**src/rtl/lrs_pkg.sv**
```systemverilog
package lrs_pkg;

    typedef enum logic [2:0] {
        PH_IDLE,
        PH_HOLD,
        PH_SETTLE,
        PH_POLL,
        PH_UP,
        PH_DOWN
    } lrs_phase_e;

    localparam int CTL_W   = 3;
    localparam int STAT_W  = 4;
    localparam int DL_BIT  = 2;
    localparam int PHY_BIT = 3;

    localparam logic [CTL_W-1:0] CTL_ASSERTED = 3'b000;
    localparam logic [CTL_W-1:0] CTL_RELEASED = 3'b001;

    typedef struct packed {
        logic up;
        logic fail;
    } lrs_result_t;

    function automatic int max3(input int a, input int b, input int c);
        int m;
        m = (a > b) ? a : b;
        return (m > c) ? m : c;
    endfunction

    function automatic logic phase_accepts_start(input lrs_phase_e ph);
        return (ph == PH_IDLE) || (ph == PH_UP) || (ph == PH_DOWN);
    endfunction

endpackage

```
**src/rtl/lrs_interval.sv**
```systemverilog
module lrs_interval #(
    parameter int W = 8
) (
    input  logic         clk,
    input  logic         rst,
    input  logic         clr,
    input  logic         tick,
    input  logic [W-1:0] limit,
    output logic         hit
);
    logic [W-1:0] cnt;

    assign hit = tick && (cnt == (limit - 1'b1));

    always_ff @(posedge clk) begin
        if (rst || clr) begin
            cnt <= '0;
        end else if (hit) begin
            cnt <= '0;
        end else if (tick) begin
            cnt <= cnt + 1'b1;
        end
    end
endmodule

```
**src/rtl/lrs_budget.sv**
```systemverilog
module lrs_budget #(
    parameter int MAX = 4,
    parameter int W   = 3
) (
    input  logic clk,
    input  logic rst,
    input  logic clr,
    input  logic miss,
    output logic last
);
    logic [W-1:0] tries;

    assign last = (tries == W'(MAX - 1));

    always_ff @(posedge clk) begin
        if (rst || clr) begin
            tries <= '0;
        end else if (miss && !last) begin
            tries <= tries + 1'b1;
        end
    end
endmodule

```
**src/rtl/lrs_supervisor.sv**
```systemverilog
module lrs_supervisor
    import lrs_pkg::*;
#(
    parameter int HOLD_US   = 250,
    parameter int SETTLE_US = 100000,
    parameter int POLL_US   = 1000,
    parameter int POLL_MAX  = 1000
) (
    input  logic              clk,
    input  logic              rst,
    input  logic              us_tick,
    input  logic              start,
    input  logic [STAT_W-1:0] link_stat,
    output logic [CTL_W-1:0]  perst_ctl,
    output logic              link_up,
    output logic              link_fail
);
    localparam int CNT_W = $clog2(max3(HOLD_US, SETTLE_US, POLL_US) + 1);
    localparam int TRY_W = $clog2(POLL_MAX + 1);

    localparam logic [CNT_W-1:0] LIM_HOLD   = CNT_W'(HOLD_US);
    localparam logic [CNT_W-1:0] LIM_SETTLE = CNT_W'(SETTLE_US);
    localparam logic [CNT_W-1:0] LIM_POLL   = CNT_W'(POLL_US);

    lrs_phase_e        ph;
    lrs_result_t       res;
    logic [CTL_W-1:0]  ctl;
    logic              probe;
    logic              accept;
    logic              dl_active;
    logic              tick_en;
    logic              hit;
    logic              last;
    logic              miss;
    logic [CNT_W-1:0]  limit;
    logic              unused_stat;

    assign dl_active   = link_stat[DL_BIT];
    assign unused_stat = ^{link_stat[PHY_BIT], link_stat[1:0]};
    assign accept      = start && phase_accepts_start(ph);
    assign miss        = (ph == PH_POLL) && probe && !dl_active;

    always_comb begin
        unique case (ph)
            PH_HOLD:   tick_en = us_tick;
            PH_SETTLE: tick_en = us_tick;
            PH_POLL:   tick_en = us_tick && !probe;
            default:   tick_en = 1'b0;
        endcase
    end

    always_comb begin
        unique case (ph)
            PH_HOLD:   limit = LIM_HOLD;
            PH_SETTLE: limit = LIM_SETTLE;
            default:   limit = LIM_POLL;
        endcase
    end

    lrs_interval #(.W(CNT_W)) u_interval (
        .clk   (clk),
        .rst   (rst),
        .clr   (accept),
        .tick  (tick_en),
        .limit (limit),
        .hit   (hit)
    );

    lrs_budget #(.MAX(POLL_MAX), .W(TRY_W)) u_budget (
        .clk  (clk),
        .rst  (rst),
        .clr  (accept),
        .miss (miss),
        .last (last)
    );

    always_ff @(posedge clk) begin
        if (rst) begin
            ph    <= PH_IDLE;
            ctl   <= CTL_ASSERTED;
            res   <= '0;
            probe <= 1'b0;
        end else begin
            unique case (ph)
                PH_IDLE, PH_UP, PH_DOWN: begin
                    if (start) begin
                        ph    <= PH_HOLD;
                        ctl   <= CTL_ASSERTED;
                        res   <= '0;
                        probe <= 1'b0;
                    end
                end
                PH_HOLD: begin
                    if (hit) begin
                        ph  <= PH_SETTLE;
                        ctl <= CTL_RELEASED;
                    end
                end
                PH_SETTLE: begin
                    if (hit) begin
                        ph    <= PH_POLL;
                        probe <= 1'b1;
                    end
                end
                PH_POLL: begin
                    if (probe) begin
                        probe <= 1'b0;
                        if (dl_active) begin
                            ph     <= PH_UP;
                            res.up <= 1'b1;
                        end else if (last) begin
                            ph       <= PH_DOWN;
                            res.fail <= 1'b1;
                        end
                    end else if (hit) begin
                        probe <= 1'b1;
                    end
                end
                default: ph <= PH_IDLE;
            endcase
        end
    end

    assign perst_ctl = ctl;
    assign link_up   = res.up;
    assign link_fail = res.fail;
endmodule

```
**config.mk**
```make
export PLATFORM = sky130hd
export DESIGN_NAME = lrs_supervisor
export DESIGN_NICKNAME = d
export VERILOG_FILES = /design/src/rtl/lrs_pkg.sv /design/src/rtl/lrs_interval.sv /design/src/rtl/lrs_budget.sv /design/src/rtl/lrs_supervisor.sv
export SDC_FILE = /design/constraint.sdc
export NUM_CORES = 1
export LEC_CHECK = 0
export ABC_AREA = 0
export CAP_MARGIN = 20
export CORE_ASPECT_RATIO = 0.8
export CORE_MARGIN = 5
export CORE_UTILIZATION = 50
export DETAILED_ROUTE_END_ITERATION = 10
export DONT_BUFFER_PORTS = 1
export HOLD_SLACK_MARGIN = 0.12
export MAX_ROUTING_LAYER = met4
export PLACE_DENSITY = 0.64
export SKIP_CTS_REPAIR_TIMING = 1
export SYNTH_ARGS = -nofsm -noshare
export SYNTH_HDL_FRONTEND = slang
export SYNTH_SLANG_ARGS = --single-unit
```
**constraint.sdc**
```tcl
create_clock -name clk -period 4.85 [get_ports clk]
set_clock_uncertainty 0.05 [all_clocks]
set_input_delay 0.7275 -clock clk [delete_from_list [all_inputs] [get_ports clk]]
set_output_delay 0.7275 -clock clk [all_outputs]
set_load 0.01 [all_outputs]
```
==> results of run 1 <==
==> cells in the final DEF, fill, tap and decap left out, drive strengths merged <==
master,n
buf,2
conb,2
or3,3
o211a,1
mux2i,1
and4,4
or2,1
nor2b,2
a211oi,1
a31oi,2
inv,6
nand3,8
xor2,3
or4b,1
mux2,1
nor3b,5
a21oi,5
clkbuf,7
nor4b,4
and3,1
o221ai,1
nand2,17
o21ba,1
a31o,1
and2,1
nand4b,1
xnor2,24
nor2,38
a2bb2oi,1
dfxtp,34
o22a,1
nand2b,3
nor3,14
nand4,9
clkinv,1
o21ai,8
ha,2
nor4,8
nand3b,2
==> through the flow <==
stage	instances	area (um2)	total power, mW	worst slack, ns	util
finish	282	2030	0.519	2.53	0.536
global route	282	2030	0.541	2.37	0.536
CTS	281	2020	0.526	2.56	0.534
detailed placement	273	1930	0.311	2.56	0.510
global placement	273	1930	0.310	2.56	0.510
floorplan	231	1940	0.310	3.00	-
==> layout make-up <==
class                           count  share of cell area
Tap cell                           55              0.0340
Timing Repair Buffer                2             0.00741
Clock inverter                      1             0.00247
Multi-Input combinational cell    177               0.567
Inverter                            6              0.0111
Sequential cell                    34               0.336
Clock buffer                        7              0.0426
==> sequential cells by signal, summed over array words and instances, names as in the netlist <==
signal,count
ph,3
u_budget.tries,10
probe,1
u_interval.cnt,17
link_up,1
perst_ctl,1
link_fail,1
==> metal layers <==
layer  vias to the layer above  routed length, um  share of wire
li1                        791                  -              -
met1                       705               2060           0.55
met2                        20               1450           0.39
met3                         7                165          0.044
met4                         0                 73          0.019
met5                         -                  0              0
==> synthesized netlist by cell type, drive strengths merged, types with 2 or more instances <==
master	instances
a21oi	5
a31oi	2
and4	4
buf	11
clkbuf	3
dfxtp	34
ha	2
inv	6
nand2	17
nand2b	3
nand3	8
nand3b	2
nand4	9
nor2	38
nor2b	2
nor3	14
nor3b	5
nor4	8
nor4b	4
o21ai	8
or3	3
xnor2	24
xor2	3
==> kinds of logic after synthesis <==
group	count (synthesis)
xor+xnor	27
simple gates	122
other cells	1
mux	2
compound gates	22
fa+ha+maj	2
buf+inv	20
flops	34
==> power groups by stage <==
stage / clock, mW / combinational, mW / sequential, mW
floorplan: 0 / 0.0219 / 0.288
global placement: 0 / 0.0205 / 0.290
detailed placement: 0 / 0.0208 / 0.290
CTS: 0.222 / 0.0208 / 0.284
global route: 0.233 / 0.0241 / 0.284
finish: 0.214 / 0.0217 / 0.284
==> path summary, 6_finish.rpt <==
kind / startpoint / endpoint
max: ph[1] / u_interval.cnt[16]
min: rst / perst_ctl[0]
max reg2reg: ph[1] / u_interval.cnt[16]
min reg2reg: u_budget.tries[1] / u_budget.tries[1]
==> worst reg2reg max path, stage by stage, from the launching register on <==
cell and delay (ns):
dfxtp_1 0.65, o21ba_2 0.29, nand4_1 0.47, nor4_1 0.54, xnor2_1 0.16, nor2_1 0.05
==> reports/qor.txt, run 1 <==
Total CTS buffers: 5
Max clock buf depth: 2
CP Capture Type: flop
P_leak: 0.598 nW
Async set or reset register ratio after synthesis: 0
Adder-Cell Fraction of Synth Area: 0.0129
Fillers: 374
R2R depth: 5
Power Density: 256 mW/mm2
Hold Crit Depth: 1
DR pass1 iterations: 4
Vias in the first global route: 1386
Nets@finish: 236
Via count: 1523
HPWL after DPL: 2610 um
Slew headroom: 0.575
I/O Buffers: 0
Clk root buf: clkbuf_8
Fraction of layout cells with a size suffix above 1: 0.106
GRT Total Usage: 0.164
Fmax: 0.430 GHz
Top FF cell, synth: dfxtp_1
Synthesized area: 0.00194 mm2
Multi-input gate area in the final layout: 0.00115 mm2
Post-Route Setup TNS: 0 ns
Total clock sinks: 34
Required time worst endpoint: 4.98 ns
Internal power: 0.403 mW
Fin crit share: 0.479
Largest cells by area after synthesis: dfxtp_1 (35%), xnor2_1 (11%), nor2_1 (7.4%), nor3_1 (3.4%), nand2_1 (3.3%)
Combinational share of power: 0.042
Clk_lat worst skew: 0.29 ns
Register area: 681 um2
Number of core rows: 20
Final Hold Viols: 0
Avg Cell Area, Syn: 8.42 um2
Simple-gate share of the synthesized area: 0.363
Largest net degree at the start of global routing: 17
Synth Area in Compound Gates: 0.0776
Library cells used by synthesis: 48
Max Transition Viols Final: 0
Clock power share: 0.412
Reg2Reg Setup Slack: 2.53 ns
Area growth from synthesis to layout: 4.72%
Sequential Power Share: 0.546
Via/cell ratio: 5.40
WP buf/inv: 0
CP max-delay cell: dfxtp_1
Met2 Track Usage GR: 0.218
Final WL: 3750 um
Core Area: 0.00378 mm2
Antenna cells: 0
DR DRC count: 0
Status: completed
P_sw: 0.116 mW
Die W: 79.6 um
Met3 Use GR: 0.0493
Warnings, synthesis: 0
Mux cell area share after synthesis: 0.0110
Worst hold margin: 0.448 ns
Actual slew at the worst max-slew pin: 0.632 ns
Initial cell density of the core: 0.512
Met1 Use GR: 0.226
Mapped Cells: 230
Seq cells post-synth: 34
Die H: 65.7 um
Initial antenna violation count: 0
Full die area: 0.00522 mm2
First-pass GRT wire length: 6510 um
Routability cong.: 0.807
CTS clk-pin slew, worst paths: 0.07 ns
Initial DRC Count: 57
I/O pin cnt: 13
Min-Delay Path Class: input pin to flop
Worst path max stage delay: 0.65 ns
Instance count on the critical path: 5
RSZ-0062 raised after global routing: no
Cell Chain, Critical Path: o21ba_2 -> nand4_1 -> nor4_1 -> xnor2_1 -> nor2_1
Final setup fails: 0
XOR/XNOR Fraction of Synth Area: 0.122
Most crowded layer after global routing: met1
Setup CP Type: flop to flop
Avg WL per Cell: 13.3 um
CP max FO: 14
Share of the synthesized area in the top cell type: 0.352
EDFF count, synth: 0
Crit-path leading delay family: simple AND/OR/NAND/NOR gates
Fin crit period: 2.32 ns
Maximum VDD drop: 0.180 mV
Grt ovf: 0
Max cap viols: 0
Critical path arrival: 2.45 ns
TritonCTS clock tree: done
ANT nets after route: 0
Register area share after synthesis: 0.352
Cell taking the most area after synthesis: dfxtp_1
Net Sw Frac: 0.223
Largest family of logic cells by synthesized area: simple AND/OR/NAND/NOR gates
H-tree levels: 2
Crit start category: flop
No activity file was read; power rests on OpenSTA's default activity.
==> inputs of run 2 (changes only) <==
Clock period 4.85 ns to 2.28 ns, I/O delays scaled along.
==> reports/qor.txt, run 2 (synthesized netlist as in run 1, its figures left out) <==
Largest regs: u_interval.cnt (17), u_budget.tries (10), ph (3)
DR pass1 iterations: 5 (+1)
Final setup fails: 0 (unchanged)
Cell Chain, Critical Path: nor3b_1 -> nor4b_2 -> o22a_2 -> a31o_4 -> nor2_1
First-pass GRT wire length: 6820 um (+4.8%)
P_leak: 0.612 nW (+2.5%)
Max Transition Viols Final: 0 (unchanged)
CP Capture Type: flop
Max reg flops: 17 (unchanged)
Min-Delay Path Class: input pin to flop
Fin crit period: 2.05 ns (-0.272 ns)
Top reg by flops: u_interval.cnt
Max cap viols: 0 (unchanged)
Die W: 79.6 um (unchanged)
RSZ-0062 raised after global routing: no
Die H: 65.7 um (unchanged)
Largest net degree at the start of global routing: 17 (unchanged)
Final WL: 3730 um (-0.67%)
Clk_lat worst skew: 0.29 ns (about the same)
Area growth from synthesis to layout: 5.75%
Worst path max stage delay: 0.60 ns (-0.05 ns)
DR DRC count: 0 (unchanged)
Initial antenna violation count: 0 (unchanged)
Commonest non-fill, non-tap cell in the layout: nor2_1
Worst R2R Start: ph[1]
Dpl ws: 0.237 ns (-2.32 ns)
CP max-delay cell: dfxtp_1
Setup CP Type: flop to flop
Leading cell types in the layout, fill and taps excluded: nor2_1 (38), dfxtp_1 (34), xnor2_1 (24)
HPWL after DPL: 2690 um (+3.2%)
Vias in the first global route: 1474 (+6.3%)
Via/cell ratio: 5.47 (+1.4%)
CTS clk-pin slew, worst paths: 0.07 ns (about the same)
I/O Buffers: 0 (unchanged)
Fmax: 0.487 GHz (+13%)
H-tree levels: 2 (unchanged)
Fin crit share: 0.900 (+0.421)
Number of core rows: 20 (unchanged)
Total CTS buffers: 5 (unchanged)
Max clock buf depth: 2 (unchanged)
TritonCTS clock tree: done
Nets@finish: 240 (+1.7%)
Post-Route Setup TNS: 0 ns (unchanged)
Initial DRC Count: 96 (+68%)
Via count: 1560 (+2.4%)
Fin worst setup slack: 0.228 ns (-2.30 ns)
Core Area: 0.00378 mm2 (unchanged)
Full die area: 0.00522 mm2 (unchanged)
Power Density: 520 mW/mm2 (+100%)
Total clock sinks: 34 (unchanged)
CP max FO: 16 (+2)
Fraction of layout cells with a size suffix above 1: 0.117 (+0.0117)
Grt ovf: 0 (unchanged)
Maximum VDD drop: 0.356 mV (+97%)
Routability cong.: 0.849 (+5.2%)
Required time worst endpoint: 2.40 ns (-2.58 ns)
Crit start category: flop
Hold path startpoint: link_stat[2]
Avg WL per Cell: 13.1 um (-1.7%)
Final Hold Viols: 0 (unchanged)
Antenna cells: 0 (unchanged)
Status: completed
GRT Total Usage: 0.171 (+0.00687)
Critical path startpoint: ph[1]
I/O pin cnt: 13 (unchanged)
Critical path arrival: 2.17 ns (-0.28 ns)
Clk root buf: clkbuf_8
ANT nets after route: 0 (unchanged)
Initial cell density of the core: 0.512 (unchanged)
-- run 2: worst paths after layout --
| check | endpoint | slack, ns | depth (start not counted) |
|---|---|---|---|
| setup / recovery | u_interval.cnt[8] | 0.23 | 5 |
| setup reg to reg | u_interval.cnt[8] | 0.23 | 5 |
| hold reg to reg | u_budget.tries[1] | 0.46 | 2 |
| hold / removal | link_up | 0.17 | 2 |
-- run 2: final cells by class --
cell class	count	area, um2
fill	369	1730
multi-input combinational	177	1150
sequential	34	681
clock buffer	5	68.8
tap	55	68.8
timing repair buffer	6	47.5
inverter	6	22.5
clock inverter	2	10.0
-- run 2: metrics by stage --
step                      std cells  utilization  hold slack, ns  cell area [um2]  power (mW)
after floorplan                 231            -           0.361             1940       0.659
after global placement          277        0.518           0.362             1960       0.662
after detailed placement        277        0.518           0.365             1960       0.662
after CTS                       284        0.539          0.0551             2040        1.08
after global routing            285        0.542           0.164             2050        1.11
final                           285        0.542           0.175             2050        1.06
-- run 2: report_power, final --
part	internal (mW)	switching (mW)	leakage [nW]
Clock	0.205	0.209	0.0438
Sequential	0.596	0.00665	0.274
Combinational	0.0192	0.0284	0.294
Total	0.820	0.244	0.612
-- run 2: worst max-delay path, delay by kind of cell, from the launching register on --
kind / cells / cell delay, ns
AND/OR/NAND/NOR: 3 / 0.79
flip-flops: 1 / 0.60
AO/OA/AOI/OAI: 2 / 0.50
-- run 2: layer usage --
metal / share of wire / vias to the layer above / GRT usage
li1: - / 801 / -
met1: 0.55 / 729 / 0.243
met2: 0.39 / 23 / 0.225
met3: 0.049 / 7 / 0.0507
met4: 0.015 / 0 / 0.0644
met5: 0 / - / -
==> inputs of run 3 (changes only) <==
Settings changed: ABC_AREA 0 to 1.
==> reports/qor.txt, run 3 <==
Maximum VDD drop: 0.348 mV (-2.2%)
Clk root buf: clkbuf_8
Via/cell ratio: 4.99 (-8.8%)
I/O Buffers: 0 (unchanged)
DR pass1 iterations: 4 (-1)
Top-count cell post-synth: nand2_1
HPWL after DPL: 2920 um (+8.3%)
H-tree levels: 2 (unchanged)
Largest net degree at the start of global routing: 17 (unchanged)
Nets@finish: 301 (+25%)
ANT nets after route: 0 (unchanged)
GRT Total Usage: 0.164 (-0.00689)
EDFF count, synth: 0 (unchanged)
Fin crit share: 0.832 (-0.0684)
Initial DRC Count: 95 (-1.0%)
Die W: 80.3 um (+0.96%)
Fin crit period: 1.90 ns (-0.156 ns)
Register area share after synthesis: 0.344 (-0.00756)
Commonest non-fill, non-tap cell in the layout: nand2_1
Initial antenna violation count: 0 (unchanged)
Total clock sinks: 34 (unchanged)
Routability cong.: 0.855 (+0.72%)
Leading cell types in the layout, fill and taps excluded: nand2_1 (57), inv_1 (35), nor2_1 (34), dfxtp_1 (34), a21oi_1 (23)
Library cells used by synthesis: 33 (-31%)
Vias in the first global route: 1471 (-0.20%)
Top post-synthesis cells by count: nand2_1 (57), inv_1 (35), dfxtp_1 (34), nor2_1 (34), a21oi_1 (23)
Seq cells post-synth: 34 (unchanged)
Die H: 66.3 um (+0.93%)
Async set or reset register ratio after synthesis: 0 (unchanged)
First-pass GRT wire length: 6680 um (-2.1%)
Warnings, synthesis: 0 (unchanged)
Fin util: 0.550 (+0.00795)
TritonCTS clock tree: done
Top FF cell, synth: dfxtp_1
Grt ovf: 0 (unchanged)
Clk_lat worst skew: 0.28 ns (about the same)
Setup CP Type: flop to flop
Initial cell density of the core: 0.520 (+0.00781)
Final WL: 3860 um (+3.5%)
Via count: 1722 (+10%)
Mapped Cells: 287 (+25%)
Largest regs: u_interval.cnt (17), u_budget.tries (10), ph (3)
Area growth from synthesis to layout: 5.69% (about the same)
Largest cells by area after synthesis: dfxtp_1 (34%), nand2_1 (11%), inv_1 (6.6%), nor2_1 (6.5%), a21oi_1 (5.8%)
Avg WL per Cell: 11.2 um (-14%)
Final Hold Viols: 0 (unchanged)
Max cap viols: 0 (unchanged)
DR DRC count: 0 (unchanged)
Final Power: 1.20 mW (+12%)
Max reg flops: 17 (unchanged)
Post-Route Setup TNS: 0 ns (unchanged)
Full die area: 0.00532 mm2 (+1.9%)
Fmax: 0.527 GHz (+8.2%)
RSZ-0062 raised after global routing: no
Max Transition Viols Final: 0 (unchanged)
Top reg by flops: u_interval.cnt
Final setup fails: 0 (unchanged)
CP max FO: 5 (-11)
Power Density: 572 mW/mm2 (+10%)
Number of core rows: 20 (unchanged)
Crit start category: flop
Cell taking the most area after synthesis: dfxtp_1
Post-Place Cell Area: 0.00200 mm2 (+2.0%)
Core Area: 0.00380 mm2 (+0.66%)
Min-Delay Path Class: input pin to flop
Critical path arrival: 2.02 ns (-0.15 ns)
CP Capture Type: flop
I/O pin cnt: 13 (unchanged)
Total CTS buffers: 5 (unchanged)
CTS clk-pin slew, worst paths: 0.07 ns (about the same)
Avg Cell Area, Syn: 6.89 um2 (-18%)
Status: completed
Fraction of layout cells with a size suffix above 1: 0.117 (-0.000150)
Synthesized area: 0.00198 mm2 (+2.2%)
Antenna cells: 0 (unchanged)
Max clock buf depth: 2 (unchanged)
Fin area: 0.00209 mm2 (+2.1%)
Required time worst endpoint: 2.41 ns (about the same)
Share of the synthesized area in the top cell type: 0.344 (-0.00756)
P_leak: 0.774 nW (+26%)
[run 3: cell type report]
| type | count | area (um2) |
|---|---|---|
| Clock buffer | 6 | 82.6 |
| Fill cell | 404 | 1710 |
| Inverter | 41 | 154 |
| Multi-Input combinational cell | 208 | 1090 |
| Sequential cell | 34 | 681 |
| Tap cell | 55 | 68.8 |
| Timing Repair Buffer | 1 | 10.0 |
[run 3: kinds of logic (layout without fill, tap and decap cells)]
kind of cell	after synthesis	count (layout)	share of synthesized area
other	1	2	0.00190
XOR/XNOR	13	13	0.0576
AND/OR/NAND/NOR	150	150	0.369
adder cells (fa/ha/maj)	2	2	0.0126
AO/OA/AOI/OAI	41	41	0.110
flip-flops	34	34	0.344
buffers and inverters	46	48	0.104
[run 3: worst paths after layout]
kind / from / end / slack (ns) / depth (start not counted)
worst min-delay path: link_stat[2] / link_up / 0.23 / 2
worst max register to register: u_budget.tries[0] / ph[0] / 0.38 / 10
worst min register to register: u_budget.tries[9] / u_budget.tries[9] / 0.42 / 2
worst max-delay path: u_budget.tries[0] / ph[0] / 0.38 / 10
[run 3: report_power, final]
group	internal, mW	switching (mW)	total, mW
Sequential	0.606	0.0145	0.621
Clock	0.233	0.200	0.432
Combinational	0.0427	0.0997	0.142
Total	0.882	0.314	1.20
[run 3: critical path, stage by stage (launching register included)]
cell and delay [ns]:
dfxtp_1 0.39, ha_1 0.27, inv_1 0.08, nor3_1 0.13, nand3_1 0.14, nand2_1 0.10
inv_2 0.06, nor2_1 0.16, nand3_1 0.18, a21oi_1 0.17, nor2_1 0.06
[run 3: stage by stage]
stage / setup slack [ns] / hold WS [ns] / std cells
3_5_place_dp: 0.430 / 0.364 / 338
3_3_place_gp: 0.435 / 0.364 / 338
2_1_floorplan: 0.690 / 0.361 / 288
4_1_cts: 0.419 / 0.0614 / 344
6_report: 0.384 / 0.226 / 345
5_1_grt: 0.171 / 0.217 / 345
[run 3: per-layer routing]
metal,routed length [um],share of wire,up-vias,track usage
met3,108,0.028,7,0.0450
met4,41,0.011,0,0.0443
met1,2110,0.55,774,0.235
met5,0,0,-,-
met2,1600,0.41,15,0.225
li1,-,-,926,-
